--- src/rtl/wdg_pkg.sv ---
package wdg_pkg;
  typedef enum logic [1:0] {
    SEL_SHORT = 2'b00,
    SEL_MID   = 2'b01,
    SEL_LONG  = 2'b10,
    SEL_ALIAS = 2'b11
  } wdg_sel_e;

  // Number of ticks in the selected period; 2'b11 aliases the long period.
  function automatic int wdg_period(input logic [1:0] sel, input int p_s, input int p_m, input int p_l);
    case (wdg_sel_e'(sel))
      SEL_SHORT: return p_s;
      SEL_MID:   return p_m;
      default:   return p_l;
    endcase
  endfunction

  // Count value at which the next tick completes the period.
  function automatic int wdg_last_idx(input logic [1:0] sel, input int p_s, input int p_m, input int p_l);
    return wdg_period(sel, p_s, p_m, p_l) - 1;
  endfunction

  function automatic int wdg_max3(input int a, input int b, input int c);
    int m;
    m = (a > b) ? a : b;
    return (m > c) ? m : c;
  endfunction
endpackage

--- src/rtl/wdg_edge_sync.sv ---
module wdg_edge_sync #(
  parameter int STAGES = 2
) (
  input  logic clk,
  input  logic rst,
  input  logic din,
  output logic fall
);
  // sh[0..STAGES-1] synchronize, sh[STAGES] holds the previous synced sample.
  logic [STAGES:0] sh;

  always_ff @(posedge clk) begin
    if (rst) sh <= '1;
    else     sh <= {sh[STAGES-1:0], din};
  end

  assign fall = sh[STAGES] & ~sh[STAGES-1];
endmodule

--- src/rtl/wdg_tick_counter.sv ---
module wdg_tick_counter #(
  parameter int CW = 8
) (
  input  logic          clk,
  input  logic          rst,
  input  logic          clear,
  input  logic          tick,
  input  logic [CW-1:0] last_idx,
  output logic          expire,
  output logic [CW-1:0] count
);
  logic reach, fire;

  assign reach = (count >= last_idx);
  assign fire  = tick & ~clear & reach;

  always_ff @(posedge clk) begin
    if (rst) begin
      count  <= '0;
      expire <= 1'b0;
    end else begin
      expire <= fire;
      if (clear | fire) count <= '0;
      else if (tick)    count <= count + 1'b1;
    end
  end

  a_r8_no_tick_no_expire: assert property (@(posedge clk) disable iff (rst)
    !tick |=> !expire);
  a_r7_single_cycle: assert property (@(posedge clk) disable iff (rst)
    expire |=> !expire);
  a_r7_restart_after_expire: assert property (@(posedge clk) disable iff (rst)
    expire |-> (count == '0));
endmodule

--- src/rtl/strobe_watchdog.sv ---
module strobe_watchdog #(
  parameter int P_SHORT = 150,
  parameter int P_MID   = 610,
  parameter int P_LONG  = 1200,
  parameter int SYNC_STAGES = 2
) (
  input  logic       clk,
  input  logic       rst,
  input  logic       tick,
  input  logic [1:0] period_sel,
  input  logic       strobe_n,
  input  logic       sys_rst_active,
  output logic       timeout_pulse
);
  import wdg_pkg::*;

  localparam int PMAX = wdg_max3(P_SHORT, P_MID, P_LONG);
  localparam int CW   = $clog2(PMAX + 1);

  logic          strobe_fall;
  logic          kick;
  logic          hold_clear;
  logic [CW-1:0] last_idx;
  logic [CW-1:0] count;

  wdg_edge_sync #(.STAGES(SYNC_STAGES)) u_sync (
    .clk  (clk),
    .rst  (rst),
    .din  (strobe_n),
    .fall (strobe_fall)
  );

  assign kick       = strobe_fall & ~sys_rst_active;
  assign hold_clear = sys_rst_active | kick;
  assign last_idx   = CW'(wdg_last_idx(period_sel, P_SHORT, P_MID, P_LONG));

  wdg_tick_counter #(.CW(CW)) u_cnt (
    .clk      (clk),
    .rst      (rst),
    .clear    (hold_clear),
    .tick     (tick),
    .last_idx (last_idx),
    .expire   (timeout_pulse),
    .count    (count)
  );

  a_r6_sysrst_quiet: assert property (@(posedge clk) disable iff (rst)
    sys_rst_active |=> (!timeout_pulse && count == '0));
  a_r4_kick_clears: assert property (@(posedge clk) disable iff (rst)
    kick |=> (count == '0 && !timeout_pulse));
  a_r2_count_bounded: assert property (@(posedge clk) disable iff (rst)
    count < CW'(PMAX));
  a_r1_reset_clears: assert property (@(posedge clk)
    rst |=> (count == '0 && !timeout_pulse));
endmodule

--- config.mk ---
export PLATFORM = sky130hd
export DESIGN_NAME = strobe_watchdog
export DESIGN_NICKNAME = d
export VERILOG_FILES = /design/src/rtl/wdg_pkg.sv /design/src/rtl/wdg_edge_sync.sv /design/src/rtl/wdg_tick_counter.sv /design/src/rtl/strobe_watchdog.sv
export SDC_FILE = /design/constraint.sdc
export NUM_CORES = 1
export LEC_CHECK = 0
export ABC_AREA = 1
export BUFFER_PORTS_ARGS = -buffer_cell sky130_fd_sc_hd__buf_2
export CAP_MARGIN = 5
export CORE_ASPECT_RATIO = 1.2
export CORE_MARGIN = 3
export CORE_UTILIZATION = 42
export CTS_CLUSTER_SIZE = 8
export DETAILED_ROUTE_END_ITERATION = 12
export GPL_TIMING_DRIVEN = 0
export PLACE_DENSITY = 0.64
export REMOVE_ABC_BUFFERS = 1
export SYNTH_ARGS = -nofsm -noshare
export SYNTH_HDL_FRONTEND = slang
export SYNTH_HIERARCHICAL = 1
export SYNTH_SLANG_ARGS = --single-unit
--- constraint.sdc ---
create_clock -name clk -period 1.5 [get_ports clk]
set_input_delay 0.15 -clock clk [delete_from_list [all_inputs] [get_ports clk]]
set_output_delay 0.15 -clock clk [all_outputs]
set_load 0.01 [all_outputs]
# Yosys cells after proc, flatten, opt, wreduce, memory -nomap -nowiden
# Index checks and enable logic that the tools add are counted.
[op_classes] n_eq_ne=1 mux=1 bitwise=9 magnitude_cmp=1 reduce_logical=2 add_sub_neg=2
[op_table] op="$pmux W11 S2" n=1
[op_table] op="$add A11 B1 Y11 const B" n=1
[op_table] op="$ge A11 B11 Y1" n=1
[op_table] op="$sub A11 B2 Y11 const B" n=1
[op_table] op="$and A1 B1 Y1" n=4
[op_table] op="$not A1 Y1" n=3
[op_table] op="$eq A2 B1 Y1 const B" n=1
[op_table] op="$logic_not A2 Y1" n=1
[op_table] op="$or A1 B1 Y1" n=2
[op_table] op="$reduce_or A2 Y1" n=1
[word_totals] reg_bits=15 inputBits=7 wordCells=19

# Longest topological paths before layout
[depth] depth_word=9 mapped_depth=14 mapped_depth_nobuf=13

# By module
# Netlist, hierarchy kept.
[by_module_without_submodules] module="wdg_tick_counter" instances=1 area_each_um2=882.1 cells_each=124
[by_module_without_submodules] module="wdg_edge_sync" instances=1 area_each_um2=93.8 cells_each=12
[by_module_without_submodules] module="strobe_watchdog" instances=1 area_each_um2=45.0 cells_each=12

# Worst setup path before layout
# OpenSTA, ideal clock, no wires.
[synth_path] kind="register -> register" start="register u_cnt.count[9]" end="register u_cnt.count[1]" path_slack_ns=0.071 t_required_ns=1.384 path_stages_with_launch=12 arrival_ns=1.314 cell_sequence="dfxtp_1 > ha_1 > nand2_1 > nor2_1 > nand2_1 > nor2_1 > nor2_1 > nand3_1 > nand2_1 > nand2_1 > buf_6 > nor2_1"
[synth_between] elab_chain_len=4
[synth_rtl] item="from (decl)" line="wdg_tick_counter.sv:10" rtl="output logic [CW-1:0] count"
[synth_rtl] item="from (signal assigned)" line="wdg_tick_counter.sv:24" rtl="else if (tick) count <= count + 1'b1;"
[synth_rtl] item="$ge A11 B11 Y1" line="wdg_tick_counter.sv:14" rtl="assign reach = (count >= last_idx);"
[synth_rtl] item="$and A1 B1 Y1" line="wdg_tick_counter.sv:15" rtl="assign fire = tick & ~clear & reach;"
[synth_rtl] item="$or A1 B1 Y1" line="wdg_tick_counter.sv:23" rtl="if (clear | fire) count <= '0;"
[synth_rtl] item="$reduce_or A2 Y1 (no source line)"
# No other way between the ends.
# A chain may end at the register's enable or synchronous reset.

# Final worst setup path
[layout_path] start="register u_cnt.count[1]" end="register u_cnt.count[10]"
[layout_between] elab_chain_len=4 word_cells_on_any_way=5 classes_between="add/sub: 1; order compare: 1; bitwise: 2; reduce/logical: 1"
[layout_rtl] item="$ge A11 B11 Y1" line="wdg_tick_counter.sv:14"
[layout_rtl] item="$and A1 B1 Y1" line="wdg_tick_counter.sv:15"
[layout_rtl] item="$or A1 B1 Y1" line="wdg_tick_counter.sv:23"
[layout_rtl] item="$reduce_or A2 Y1 (no source line)"
# Several ways; a longest one is shown, not always the timed one.

==> impl_metrics.json <==
{
  "tritoncts": "built",
  "synth_cells": 148,
  "rsz0062_at_grt": "true",
  "synth_seq_cells": 15,
  "post_synth_num_cell_types": 22,
  "final_area_sq_um": 1320,
  "rr_worst_depth": 10,
  "crit_path_frequent_cell": "nor2_1",
  "hold_buffers": 0,
  "layout-drive-gt1-share_pct": 32.1,
  "finalCritPeriodShare_pct": 99.9,
  "synth_top_family_by_area": "simple AND/OR/NAND/NOR gates",
  "final_common_cell": "inv_1",
  "antenna_found_initial": 0,
  "gp_congestion": 0.735,
  "nets": 185,
  "clock-sinks": 15,
  "critPathMaxStageDelay_ns": 0.37,
  "grt_pass1_vias": 892,
  "hold_violations": 0,
  "hp-class": "in2reg",
  "synth_compound_area_share_pct": 1.96,
  "grt_max_degree": 9,
  "finalPower_uw": 723,
  "dr.pass1.iters": 4,
  "holdPathStages": 2,
  "synth.area.mux_share_pct": 0.980,
  "cp.required_ns": 1.67,
  "worstSkewPairLatency_ns": 0.28,
  "viasPerCell": 4.65,
  "yosys.area_share.xor_xnor_pct": 7.60,
  "path_cells": "ha_4 -> nand2_2 -> nor2_2 -> nand2_1 -> nor2_1 -> nor2_1 -> nand3_1 -> nand2_2 -> nand2_4 -> nor2_1",
  "routed-wl-met3_um": 42,
  "met2_length_um": 1080,
  "start_util_pct": 46.7,
  "port_buffers": 7,
  "report.final.slew_viol_count": 0,
  "worstPathMaxFanout": 6,
  "wl_met1_um": 911,
  "pre_cts_slack_ns": -0.376,
  "routedWlPerCell_um": 10.6,
  "synth_fa_ha_area_share_pct": 14.7,
  "num_rows": 18,
  "dieArea_sq_um": 3060,
  "core_area_sq_um": 2180,
  "cp.arrival_ns": 1.67,
  "antenna_cells": 0,
  "yosysWarnings": 6,
  "final_cell_mix": "32 x inv_1, 28 x nand2_1, 16 x nor2_1",
  "drtAntennaViolNets": 0,
  "fin_ws_ns": 0.00185,
  "ir_drop_uv": 423,
  "dpl_cell_area_sq_um": 1080,
  "status": "completed",
  "gr-total-overflow": 0,
  "die_y_um": 60.0,
  "finalSetupViolCount": 0,
  "skew_ns": 0.00404,
  "timing.fmax_ghz": 0.667,
  "ioPinCount": 8,
  "worstSetupPathType": "reg2reg",
  "area_growth_pct": 29.3,
  "clockBufferDepth": 2,
  "root_buffer": "clkbuf_4",
  "fillers": 205,
  "numCtsBuffers": 3,
  "grt_usage_pct": 15.9,
  "maxCapViolCount": 0,
  "htree_num_levels": 1,
  "crit_path_top_delay_cell": "dfxtp_4",
  "drtIter0Drc": 16,
  "yosysSeqAreaShare_pct": 29.4,
  "grt_first_pass_wirelength_um": 3670,
  "crit_path_start_kind": "register",
  "drc": 0,
  "syn-cell-area_sq_um": 1020,
  "path_clk_slew_ns": 0.08,
  "routed_wl_um": 2070,
  "fp.dieW_um": 51.0,
  "synth-simple-area-share_pct": 30.6,
  "p_leak_nw": 0.658,
  "critical_path.endpoint_type": "register",
  "hpwl_um": 1440,
  "top_layer": "met4",
  "syn_area_per_cell_sq_um": 6.90,
  "period_minus_slack_ns": 1.50,
  "vias": 907,
  "cellPowerDensity_nw_per_um2": 548
}
-- registers in the layout, indices dropped and copies added (netlist names) --
signal,count
u_cnt/count,11
u_sync/sh,3
u_cnt/expire,1
-- layout make-up --
| type | count | area, sq um | area share, % |
|---|---|---|---|
| Clock buffer | 4 | 26.3 | 1.99 |
| Multi-Input combinational cell | 98 | 717 | 54.3 |
| Timing Repair Buffer | 14 | 87.6 | 6.64 |
| Sequential cell | 15 | 324 | 24.5 |
| Tap cell | 30 | 37.5 | 2.84 |
| Inverter | 34 | 128 | 9.67 |
-- critical path, delay by kind of cell (launching register included) --
kind	cells	cell delay (ns)
flip-flops	1	0.37
adder cells (fa/ha/maj)	1	0.26
AND/OR/NAND/NOR	9	0.75
-- per-stage QoR --
step,utilization [%],setup TNS (ns),hold slack [ns],std cells
after floorplan,-,0,0.222,146
after global placement,49.4,-3.53,0.322,183
after detailed placement,49.4,-4.04,0.333,183
after CTS,55.4,0,0.0376,189
after global routing,60.4,-0.902,0.0395,195
final,60.4,0,0.0454,195
-- cell families after synthesis --
logic type               Yosys count
multiplexers                       1
AND/OR/NAND/NOR                   70
adder cells (fa/ha/maj)           12
AO/OA/AOI/OAI                      4
buffers and inverters             36
XOR/XNOR                           8
flip-flops                        15
other                              2
-- synthesized netlist by cell type (all sizes together) --
master   n  area [sq um]
mux2i    1          10.0
nand4    4          25.0
conb     2          7.51
o21ai    1          5.00
nand3    5          25.0
a21oi    3          15.0
nor3     3          25.0
nor2    24           100
xor2     7          61.3
dfxtp   15           300
buf      1          11.3
ha      12           150
inv     34           128
nand2   34           138
clkbuf   1          3.75
xnor2    1          16.3
-- timing repair --
item / CTS / global route
pin swaps: 4 / 10
setup endpoints to repair: 11 / 12
gates cloned: 1 / 0
gates resized for setup: 17 / 19
setup buffers: 1 / 6
-- power breakdown --
part	switching [mW]	leakage, nW	internal (mW)
Clock	0.121	0.0150	0.103
Combinational	0.0604	0.515	0.0419
Sequential	0.00254	0.128	0.394
-- per-layer routing --
layer	track usage, %	vias up
met4	8.08	0
met5	0	-
met1	17.8	415
met2	29.5	11
met3	1.50	4
li1	-	477
-- final timing paths --
path	from	to	slack (ns)
setup / recovery	u_cnt/count[1]$_SDFFE_PP0P_	u_cnt/count[10]$_SDFFE_PP0P_	0.002
hold / removal	rst	u_cnt/expire$_SDFF_PP0_	0.05
setup reg to reg	u_cnt/count[1]$_SDFFE_PP0P_	u_cnt/count[10]$_SDFFE_PP0P_	0.002
hold reg to reg	u_sync/sh[0]$_SDFF_PP1_	u_sync/sh[1]$_SDFF_PP1_	0.42
Power figures use the tool's default switching activity.
